==> src/rtl/excPkg.sv <==
package excPkg;

  typedef enum logic [1:0] {
    SEL_STATUS = 2'd0,
    SEL_CAUSE  = 2'd1,
    SEL_EPC    = 2'd2,
    SEL_NONE   = 2'd3
  } regSel_e;

  typedef struct packed {
    logic capture;
    logic stackPush;
    logic stackPop;
    logic stackWr;
    logic maskWr;
    logic swPendWr;
  } excStrobes_t;

endpackage

==> src/rtl/excCtrl.sv <==
module excCtrl
  import excPkg::*;
#(
  parameter int HW_LINES = 5,
  parameter int SEL_W    = 2
) (
  input  logic                excReq,
  input  logic                rfeStrobe,
  input  logic                swWe,
  input  logic [SEL_W-1:0]    swSel,
  input  logic [HW_LINES-1:0] hwPend,
  input  logic [HW_LINES-1:0] hwMask,
  input  logic                curIe,
  output excStrobes_t         strb,
  output logic                irqTake
);

  logic selStatus;
  logic selCause;

  assign selStatus = swWe && (swSel == SEL_W'(SEL_STATUS));
  assign selCause  = swWe && (swSel == SEL_W'(SEL_CAUSE));

  // exception beats return, and both beat a software stack write
  always_comb begin
    strb           = '0;
    strb.capture   = excReq;
    strb.stackPush = excReq;
    strb.stackPop  = rfeStrobe && !excReq;
    strb.stackWr   = selStatus && !excReq && !rfeStrobe;
    strb.maskWr    = selStatus;
    strb.swPendWr  = selCause;
  end

  assign irqTake = (|(hwPend & hwMask)) && curIe;

endmodule

==> src/rtl/excRegs.sv <==
module excRegs
  import excPkg::*;
#(
  parameter int XLEN       = 32,
  parameter int HW_LINES   = 5,
  parameter int SW_LINES   = 1,
  parameter int CODE_W     = 4,
  parameter int SEL_W      = 2,
  parameter int PAIRS      = 3,
  parameter int INSN_BYTES = 4
) (
  input  logic                clk,
  input  logic                rstN,
  input  excStrobes_t         strb,
  input  logic [CODE_W-1:0]   excCode,
  input  logic [XLEN-1:0]     excPc,
  input  logic [HW_LINES-1:0] irqLines,
  input  logic [SEL_W-1:0]    swSel,
  input  logic [XLEN-1:0]     swWdata,
  output logic [XLEN-1:0]     statusOut,
  output logic [XLEN-1:0]     causeOut,
  output logic [XLEN-1:0]     epcOut,
  output logic [XLEN-1:0]     swRdata,
  output logic [HW_LINES-1:0] hwPend,
  output logic [HW_LINES-1:0] hwMask,
  output logic                curIe
);

  localparam int PAIR_W     = 2;
  localparam int STACK_W    = PAIRS * PAIR_W;
  localparam int MASK_LO    = 8;
  localparam int MASK_W     = 8;
  localparam int PEND_TOP   = 15;
  localparam int HW_LO      = PEND_TOP - HW_LINES + 1;
  localparam int SW_LO      = HW_LO - SW_LINES;
  localparam int HW_MASK_OF = HW_LO - MASK_LO;
  localparam int CODE_LO    = 2;

  logic [STACK_W-1:0]  stackQ;
  logic [MASK_W-1:0]   maskQ;
  logic [SW_LINES-1:0] swPendQ;
  logic [CODE_W-1:0]   codeQ;
  logic [XLEN-1:0]     epcQ;

  // status stack: one flop pair per level
  for (genvar p = 0; p < PAIRS; p++) begin : gPair
    logic [PAIR_W-1:0] below;
    logic [PAIR_W-1:0] above;
    if (p == 0) begin : gBottom
      assign below = '0;
    end else begin : gMid
      assign below = stackQ[(p-1)*PAIR_W +: PAIR_W];
    end
    if (p == PAIRS - 1) begin : gTop
      assign above = stackQ[p*PAIR_W +: PAIR_W];
    end else begin : gLow
      assign above = stackQ[(p+1)*PAIR_W +: PAIR_W];
    end
    always_ff @(posedge clk or negedge rstN) begin
      if (!rstN) begin
        stackQ[p*PAIR_W +: PAIR_W] <= '0;
      end else if (strb.stackPush) begin
        stackQ[p*PAIR_W +: PAIR_W] <= below;
      end else if (strb.stackPop) begin
        stackQ[p*PAIR_W +: PAIR_W] <= above;
      end else if (strb.stackWr) begin
        stackQ[p*PAIR_W +: PAIR_W] <= swWdata[p*PAIR_W +: PAIR_W];
      end
    end
  end

  // hardware pending: one sampling flop per request line
  for (genvar l = 0; l < HW_LINES; l++) begin : gLine
    always_ff @(posedge clk or negedge rstN) begin
      if (!rstN) hwPend[l] <= 1'b0;
      else       hwPend[l] <= irqLines[l];
    end
  end

  always_ff @(posedge clk or negedge rstN) begin
    if (!rstN) begin
      maskQ   <= '0;
      swPendQ <= '0;
      codeQ   <= '0;
      epcQ    <= '0;
    end else begin
      if (strb.maskWr)   maskQ   <= swWdata[MASK_LO +: MASK_W];
      if (strb.swPendWr) swPendQ <= swWdata[SW_LO +: SW_LINES];
      if (strb.capture) begin
        codeQ <= excCode;
        epcQ  <= excPc - XLEN'(INSN_BYTES);
      end
    end
  end

  always_comb begin
    statusOut                      = '0;
    statusOut[MASK_LO +: MASK_W]   = maskQ;
    statusOut[0 +: STACK_W]        = stackQ;
    causeOut                       = '0;
    causeOut[HW_LO +: HW_LINES]    = hwPend;
    causeOut[SW_LO +: SW_LINES]    = swPendQ;
    causeOut[CODE_LO +: CODE_W]    = codeQ;
  end

  assign epcOut = epcQ;
  assign hwMask = maskQ[HW_MASK_OF +: HW_LINES];
  assign curIe  = stackQ[0];

  always_comb begin
    case (regSel_e'(swSel))
      SEL_STATUS: swRdata = statusOut;
      SEL_CAUSE:  swRdata = causeOut;
      SEL_EPC:    swRdata = epcOut;
      default:    swRdata = '0;
    endcase
  end

  logic unusedWdata;
  assign unusedWdata = ^{swWdata[XLEN-1:PEND_TOP+1], swWdata[SW_LO-1:STACK_W]};

  AST_HW_FOLLOW: assert property (@(posedge clk) disable iff (!rstN)
    $past(rstN) |-> (hwPend == $past(irqLines))) else $error("hw pending");

  AST_SWPEND_HOLD: assert property (@(posedge clk) disable iff (!rstN)
    !strb.swPendWr |=> $stable(swPendQ)) else $error("sw pending moved");

endmodule

==> src/rtl/excStatusUnit.sv <==
module excStatusUnit
  import excPkg::*;
#(
  parameter int XLEN       = 32,
  parameter int HW_LINES   = 5,
  parameter int SW_LINES   = 1,
  parameter int CODE_W     = 4,
  parameter int SEL_W      = 2,
  parameter int PAIRS      = 3,
  parameter int INSN_BYTES = 4
) (
  input  logic                clk,
  input  logic                rstN,
  input  logic                excReq,
  input  logic [CODE_W-1:0]   excCode,
  input  logic [XLEN-1:0]     excPc,
  input  logic [HW_LINES-1:0] irqLines,
  input  logic                rfeStrobe,
  input  logic                swWe,
  input  logic [SEL_W-1:0]    swSel,
  input  logic [XLEN-1:0]     swWdata,
  output logic [XLEN-1:0]     swRdata,
  output logic [XLEN-1:0]     statusOut,
  output logic [XLEN-1:0]     causeOut,
  output logic [XLEN-1:0]     epcOut,
  output logic                irqTake
);

  localparam int STACK_W = 2 * PAIRS;
  localparam int CODE_LO = 2;

  excStrobes_t         strb;
  logic [HW_LINES-1:0] hwPend;
  logic [HW_LINES-1:0] hwMask;
  logic                curIe;

  excCtrl #(.HW_LINES(HW_LINES), .SEL_W(SEL_W)) uCtrl (
    .excReq(excReq), .rfeStrobe(rfeStrobe), .swWe(swWe), .swSel(swSel),
    .hwPend(hwPend), .hwMask(hwMask), .curIe(curIe),
    .strb(strb), .irqTake(irqTake)
  );

  excRegs #(
    .XLEN(XLEN), .HW_LINES(HW_LINES), .SW_LINES(SW_LINES), .CODE_W(CODE_W),
    .SEL_W(SEL_W), .PAIRS(PAIRS), .INSN_BYTES(INSN_BYTES)
  ) uRegs (
    .clk(clk), .rstN(rstN), .strb(strb), .excCode(excCode), .excPc(excPc),
    .irqLines(irqLines), .swSel(swSel), .swWdata(swWdata),
    .statusOut(statusOut), .causeOut(causeOut), .epcOut(epcOut),
    .swRdata(swRdata), .hwPend(hwPend), .hwMask(hwMask), .curIe(curIe)
  );

  AST_EXC_EPC: assert property (@(posedge clk) disable iff (!rstN)
    excReq |=> (epcOut == $past(excPc) - XLEN'(INSN_BYTES))) else $error("epc");

  AST_EXC_CODE: assert property (@(posedge clk) disable iff (!rstN)
    excReq |=> (causeOut[CODE_LO +: CODE_W] == $past(excCode))) else $error("code");

  AST_EXC_PUSH: assert property (@(posedge clk) disable iff (!rstN)
    excReq |=> (statusOut[STACK_W-1:0] ==
                {$past(statusOut[STACK_W-3:0]), 2'b00})) else $error("push");

  AST_RFE_POP: assert property (@(posedge clk) disable iff (!rstN)
    (rfeStrobe && !excReq) |=> (statusOut[STACK_W-1:0] ==
                {$past(statusOut[STACK_W-1:STACK_W-2]), $past(statusOut[STACK_W-1:2])}))
    else $error("pop");

  AST_IRQ_NEEDS_IE: assert property (@(posedge clk) disable iff (!rstN)
    irqTake |-> statusOut[0]) else $error("irq without enable");

  AST_EPC_HOLD: assert property (@(posedge clk) disable iff (!rstN)
    !excReq |=> $stable(epcOut)) else $error("epc moved");

endmodule

==> config.mk <==
export PLATFORM = sky130hd
export DESIGN_NAME = excStatusUnit
export DESIGN_NICKNAME = d
export VERILOG_FILES = /design/src/rtl/excPkg.sv /design/src/rtl/excCtrl.sv /design/src/rtl/excRegs.sv /design/src/rtl/excStatusUnit.sv
export SDC_FILE = /design/constraint.sdc
export NUM_CORES = 1
export LEC_CHECK = 0
export BUFFER_PORTS_ARGS = -buffer_cell sky130_fd_sc_hd__clkbuf_2
export CORE_ASPECT_RATIO = 1.5
export CORE_UTILIZATION = 44
export CTS_CLUSTER_DIAMETER = 100
export DETAILED_ROUTE_END_ITERATION = 7
export GPL_TIMING_DRIVEN = 0
export PLACE_DENSITY = 0.88
export SETUP_SLACK_MARGIN = 0.05
export SYNTH_ARGS = -nofsm -noshare
export SYNTH_HDL_FRONTEND = slang
export SYNTH_SLANG_ARGS = --single-unit
==> constraint.sdc <==
create_clock -name clk -period 1.7 [get_ports clk]
set_clock_uncertainty 0.05 [all_clocks]
set_input_delay 0.085 -clock clk [delete_from_list [all_inputs] [get_ports clk]]
set_output_delay 0.085 -clock clk [all_outputs]
set_load 0.05 [all_outputs]
==> impl_metrics.ini, run 1 <==
[synthesis]
synth_cells = 362
synth-seq-area-share_pct = 40.9
synth_edf_count = 0
netlist.area_leader.share_pct = 40.9
ys.flop_type = dfrtp_1
ys_seq_elements = 56
syn_area_sq_mm = 0.00343
synth.distinct_cells = 43
syn_avg_cell_area_sq_um = 9.47
synth_area_leaders = dfrtp_1, buf_4, mux2_2
yosys.area.top_type = dfrtp_1
synthArstFlopShare_pct = 100
ys_warn_count = 0

[global_route]
grt_pass1_vias = 3214
gr-usage-met2_pct = 48.4
track_usage_pct = 25.4
grt_pass1_wl_microns = 15600
antenna_found_initial = 0
grt-ovfl-total = 0
use_met3_pct = 5.45
busiest_layer = met2
use_met1_pct = 26.2
grt_max_degree = 57

[hold_path]
worstHoldStart = excPc[19]
holdPathEnd = uRegs.epcOut[19]
hp-class = input port to register
hold_depth = 3

[power_and_ir_drop]
total_power_uw = 4590
leakage_uw = 0.00249
power.density_mw_per_mm2 = 905
ir_worst_vdd_mv = 0.475

[finish]
final_util_pct = 67.1
mostFrequentLayoutCell = clkbuf_2
antennaDiodeCount = 0
drive_gt1_share_pct = 45.0
fin_area_sq_mm = 0.00508
layout.cells.non_filler = 686
mostFrequentLayoutCells = clkbuf_2, dfrtp_1, buf_4, conb_1, nor2_1
syn_to_final_growth_pct = 48.1
nets = 664

[sta]
hold_viol_final = 0
drv_slew = 0
rsz0062_at_grt = true
fin_ws_ps = -193
setup_viol = 10
period_needed_ps = 1890
worstMarginPinSlew_ps = 798
finalCritPeriodShare_pct = 111
slew-limit-headroom_pct = 46.8
fmax_ghz = 0.528

[placement]
dp_hpwl_microns = 7670
place_congestion = 0.822
dp_cells = 650
placed_area_sq_mm = 0.00451
place_ws_ps = -490
io_buffers = 147

[setup_path]
arrival_ps = 2060
worstSetupPathType = input port to register
start_kind = input port
cp.required_ps = 1870
endpoint_kind = register
rr_worst_depth = 3
rr_endpoint = uRegs.gPair[0].above[1]
r2r_slack_ps = 600
rr_startpoint = uRegs.gPair[0].above[1]
cp_max_fo = 5

[die]
initial_core_util_pct = 45.3
dieHeight_microns = 110
rows = 39
top_level_ports = 209
die_w_microns = 74.1
fp.dieArea_sq_mm = 0.00816
fp.coreArea_sq_mm = 0.00756

[outcome]
outcome = finished with violations
violations = setup timing

[flow_run]
cap_violations = 0

[route]
dr.pass1.iters = 4
vias_per_cell = 5.08
drtIter0Drc = 168
wire_per_inst_microns = 15.8
dr_total_vias = 3483
ant_nets = 0
drc = 0
wirelength_microns = 10800

[cts]
cts.sinks = 56
path_clk_slew_ps = 80
clock_latency_ps = 290
cts_buffers = 5
h-tree-depth = 2
tritoncts = yes
clockBufferDepth = 2
root_buffer = clkbuf_16
-- cell type report --
cell class	instances	area (sq um)
clock buffers	5	125
inverters	3	11.3
well taps	102	128
flip-flops and latches	56	1400
repair buffers	175	1050
multi-input cells	280	1880
clock inverters	3	47.5
plain buffers	62	440
fillers	586	2480
-- timing repair --
| action | 4_1_cts | 5_1_grt |
|---|---|---|
| endpoints found under the setup margin | 44 | 27 |
| buffers inserted | 5 | 0 |
| pin swaps | 13 | 5 |
| hold buffers | 20 | 1 |
| resized for setup | 13 | 24 |
| gates cloned | 1 | 1 |
| endpoints found under the hold margin | 20 | 56 |
-- stage by stage --
step | hold slack (ps) | TNS, ps
after global routing | 9.93 | -1740
after global placement | 145 | -12230
after detailed placement | 145 | -13620
after floorplan | -261 | -2040
after CTS | 0.0639 | -1040
final | 14.1 | -1250
-- critical path: stages --
cell and delay [ps]:
clkbuf_2 130, or4_4 530, or4_4 460, buf_6 160, or4_4 520, a31oi_1 180
-- cells in the mapped netlist, types with 3 or more instances --
library cell / number
o31ai_1: 12
and2_1: 18
a21oi_1: 10
o21ai_0: 16
clkbuf_1: 15
a31oi_1: 18
xor2_1: 5
nor2b_1: 4
or4_1: 16
or3_1: 7
mux2i_1: 21
inv_1: 3
buf_4: 42
or2_2: 4
xnor2_1: 5
dfrtp_1: 56
nor2_1: 39
mux2_2: 20
nor4_1: 3
nand2_1: 18
-- layer usage --
layer	part of all wire [%]	routed length (microns)
met3	6.8	731
met2	54	5840
met5	0	0
met1	36	3950
met4	2.7	297
-- cells by family (layout without fill, tap and decap cells) --
kind of cell               Yosys count  after routing  share of synthesized area (%)
DFF                                 56             56                           40.9
buffers and inverters               65            248                           12.2
adders and majority gates            1              1                          0.365
AOI/OAI and AO/OA                   62             62                           11.1
and+or+nand+nor                    126            126                           20.1
other                                1             40                          0.109
muxes                               41             41                           12.7
xor gates and xnor gates            10             10                           2.55
-- worst max path at each step --
stage | endpoint | from | depth (start not counted) | slack (ps)
after global routing | uRegs.epcOut[29] | excPc[11] | 6 | -230
after CTS | uRegs.epcOut[31] | excPc[12] | 6 | -150
after floorplan | uRegs.epcOut[27] | excPc[13] | 5 | -230
final | uRegs.epcOut[26] | excPc[11] | 6 | -190
after global placement | uRegs.epcOut[29] | excPc[13] | 6 | -440
after detailed placement | uRegs.epcOut[24] | excPc[7] | 6 | -490
-- state kept, by name, indices dropped and copies added (netlist names) --
register / count
uRegs.maskQ: 8
uRegs.epcOut: 32
uRegs.gPair.below: 2
uRegs.causeOut: 5
uRegs.swPendQ: 1
uRegs.codeQ: 4
uRegs.gPair.above: 4
-- power by group --
part | total (uW) | internal [uW] | switching (uW)
clock network | 1190 | 701 | 488
logic | 1800 | 490 | 1310
registers | 1600 | 1470 | 131
Note: power is estimated with default switching activity, not from simulation.
==> run 2: changes to the inputs <==
==> constraint.sdc (replaced) <==
create_clock -name clk -period 1.9 [get_ports clk]
set_clock_uncertainty 0.05 [all_clocks]
set_input_delay 0.095 -clock clk [delete_from_list [all_inputs] [get_ports clk]]
set_output_delay 0.095 -clock clk [all_outputs]
set_load 0.05 [all_outputs]
==> run 2 against run 1 <==
Against the previous run: the flow now finishes without violations; power decreased by 11%; worst hold slack worse by 7.9 ps; final cell count shrank 1.2%; routed wire length decreased by 3.1%; register-to-register slack improved by 170 ps; non-clock buffer count fell by 8; combinational power decreased by 12%; final area decreased by 2.7%; core utilization shrank 1.8 points; die area did not move; largest power group unchanged; highest routed layer unchanged.
==> impl_metrics.ini, run 2 (synthesis results as in run 1) <==
[global_route]
grt_max_degree = 57
track_usage_pct = 24.4
antenna_found_initial = 0
grt_pass1_wl_microns = 14900
grt-ovfl-total = 0
grt_pass1_vias = 3147

[die]
rows = 39
dieHeight_microns = 110
top_level_ports = 209
fp.coreArea_sq_mm = 0.00756
initial_core_util_pct = 45.3
die_w_microns = 74.1
fp.dieArea_sq_mm = 0.00816

[sta]
setup_viol = 0
fin_ws_ps = 43.9
worstMarginPinSlew_ps = 716
rsz0062_at_grt = true
hold_viol_final = 0
finalCritPeriodShare_pct = 97.7
drv_slew = 0
slew-limit-headroom_pct = 52.2
period_needed_ps = 1860
fmax_ghz = 0.539

[setup_path]
cp.required_ps = 2070
endpoint_kind = register
cp_max_fo = 4
start_kind = input port
arrival_ps = 2020
r2r_slack_ps = 770
worstSetupPathType = input port to register

[cts]
root_buffer = clkbuf_16
clockBufferDepth = 2
clock_latency_ps = 290
cts.sinks = 56
path_clk_slew_ps = 70
tritoncts = yes
cts_buffers = 5
h-tree-depth = 2

[finish]
mostFrequentLayoutCell = clkbuf_2
nets = 656
drive_gt1_share_pct = 43.1
fin_area_sq_mm = 0.00494
seq_area_sq_mm = 0.00140
antennaDiodeCount = 0
syn_to_final_growth_pct = 44.1
num-fill-cells = 603
multi_input_area_sq_mm = 0.00186
largest_reg_flops = 32
final_util_pct = 65.4
mostFrequentLayoutCells = clkbuf_2, dfrtp_1, buf_4, conb_1, nor2_1

[route]
vias_per_cell = 5.11
dr_total_vias = 3464
drc = 0
dr.pass1.iters = 4
drtIter0Drc = 170
wire_per_inst_microns = 15.5
wirelength_microns = 10500
ant_nets = 0

[power_and_ir_drop]
total_power_uw = 4070
leakage_uw = 0.00241
power.density_mw_per_mm2 = 824
ir_worst_vdd_mv = 0.455

[placement]
io_buffers = 147
dp_hpwl_microns = 7910
place_congestion = 0.815
place_ws_ps = -536
placed_area_sq_mm = 0.00447

[flow_run]
cap_violations = 0

[outcome]
outcome = complete, no violations

[hold_path]
hp-class = input port to register
==> run 2: stage by stage <==
step	instances	setup TNS, ps	hold WS (ps)
CTS	675	0	1.57
global placement	650	-10650	154
finish	678	0	6.18
global route	678	0	15.0
floorplan	401	-195	-251
detailed placement	650	-11320	156
==> run 2: final timing paths <==
path,startpoint,end,cells after the start
worst max-delay path,excPc[14],uRegs.epcOut[27],6
worst min register to register,uRegs.maskQ[2],uRegs.maskQ[2],1
min in group asynchronous,rstN,uRegs.maskQ[5],2
worst min-delay path,swWdata[10],uRegs.swPendQ,2
worst max register to register,uRegs.gPair[0].above[0],uRegs.gPair[0].above[0],3
max in group asynchronous,rstN,uRegs.epcOut[7],2
==> run 2: area by class of cell <==
type / instances / share of cell area [%]
repair buffers: 168 / 19.4
flip-flops and latches: 56 / 28.3
well taps: 102 / 2.58
clock buffers: 5 / 2.53
inverters: 3 / 0.228
plain buffers: 61 / 8.35
clock inverters: 3 / 0.962
multi-input cells: 280 / 37.6
==> run 2: critical path: stages <==
cell	delay, ps
buf_8	90
or4_4	550
or4_4	450
buf_2	170
or4_1	500
a31oi_1	160
==> run 2: power by group <==
part	total (uW)	switching [uW]	internal, uW	leakage (uW)
sequential	1430	116	1320	0.000652
clock	1060	430	627	0.0000840
combinational	1580	1160	424	0.00167
==> run 2: what timing repair did <==
action | CTS | global route
setup endpoints to repair | 42 | 11
resized for setup | 8 | 18
endpoints found under the hold margin | 18 | 56
pin swaps | 2 | 8
gates cloned | 0 | 1
setup buffers | 0 | 1
hold buffers | 18 | 1
==> run 2: layer usage <==
layer	wire, microns	part of all wire [%]	up-vias	global-route usage, %
met5	0	0	-	0
met3	694	6.6	15	4.91
met4	278	2.7	0	11.4
li1	-	-	1639	-
met2	5890	56	146	48.1
met1	3620	35	1664	23.1
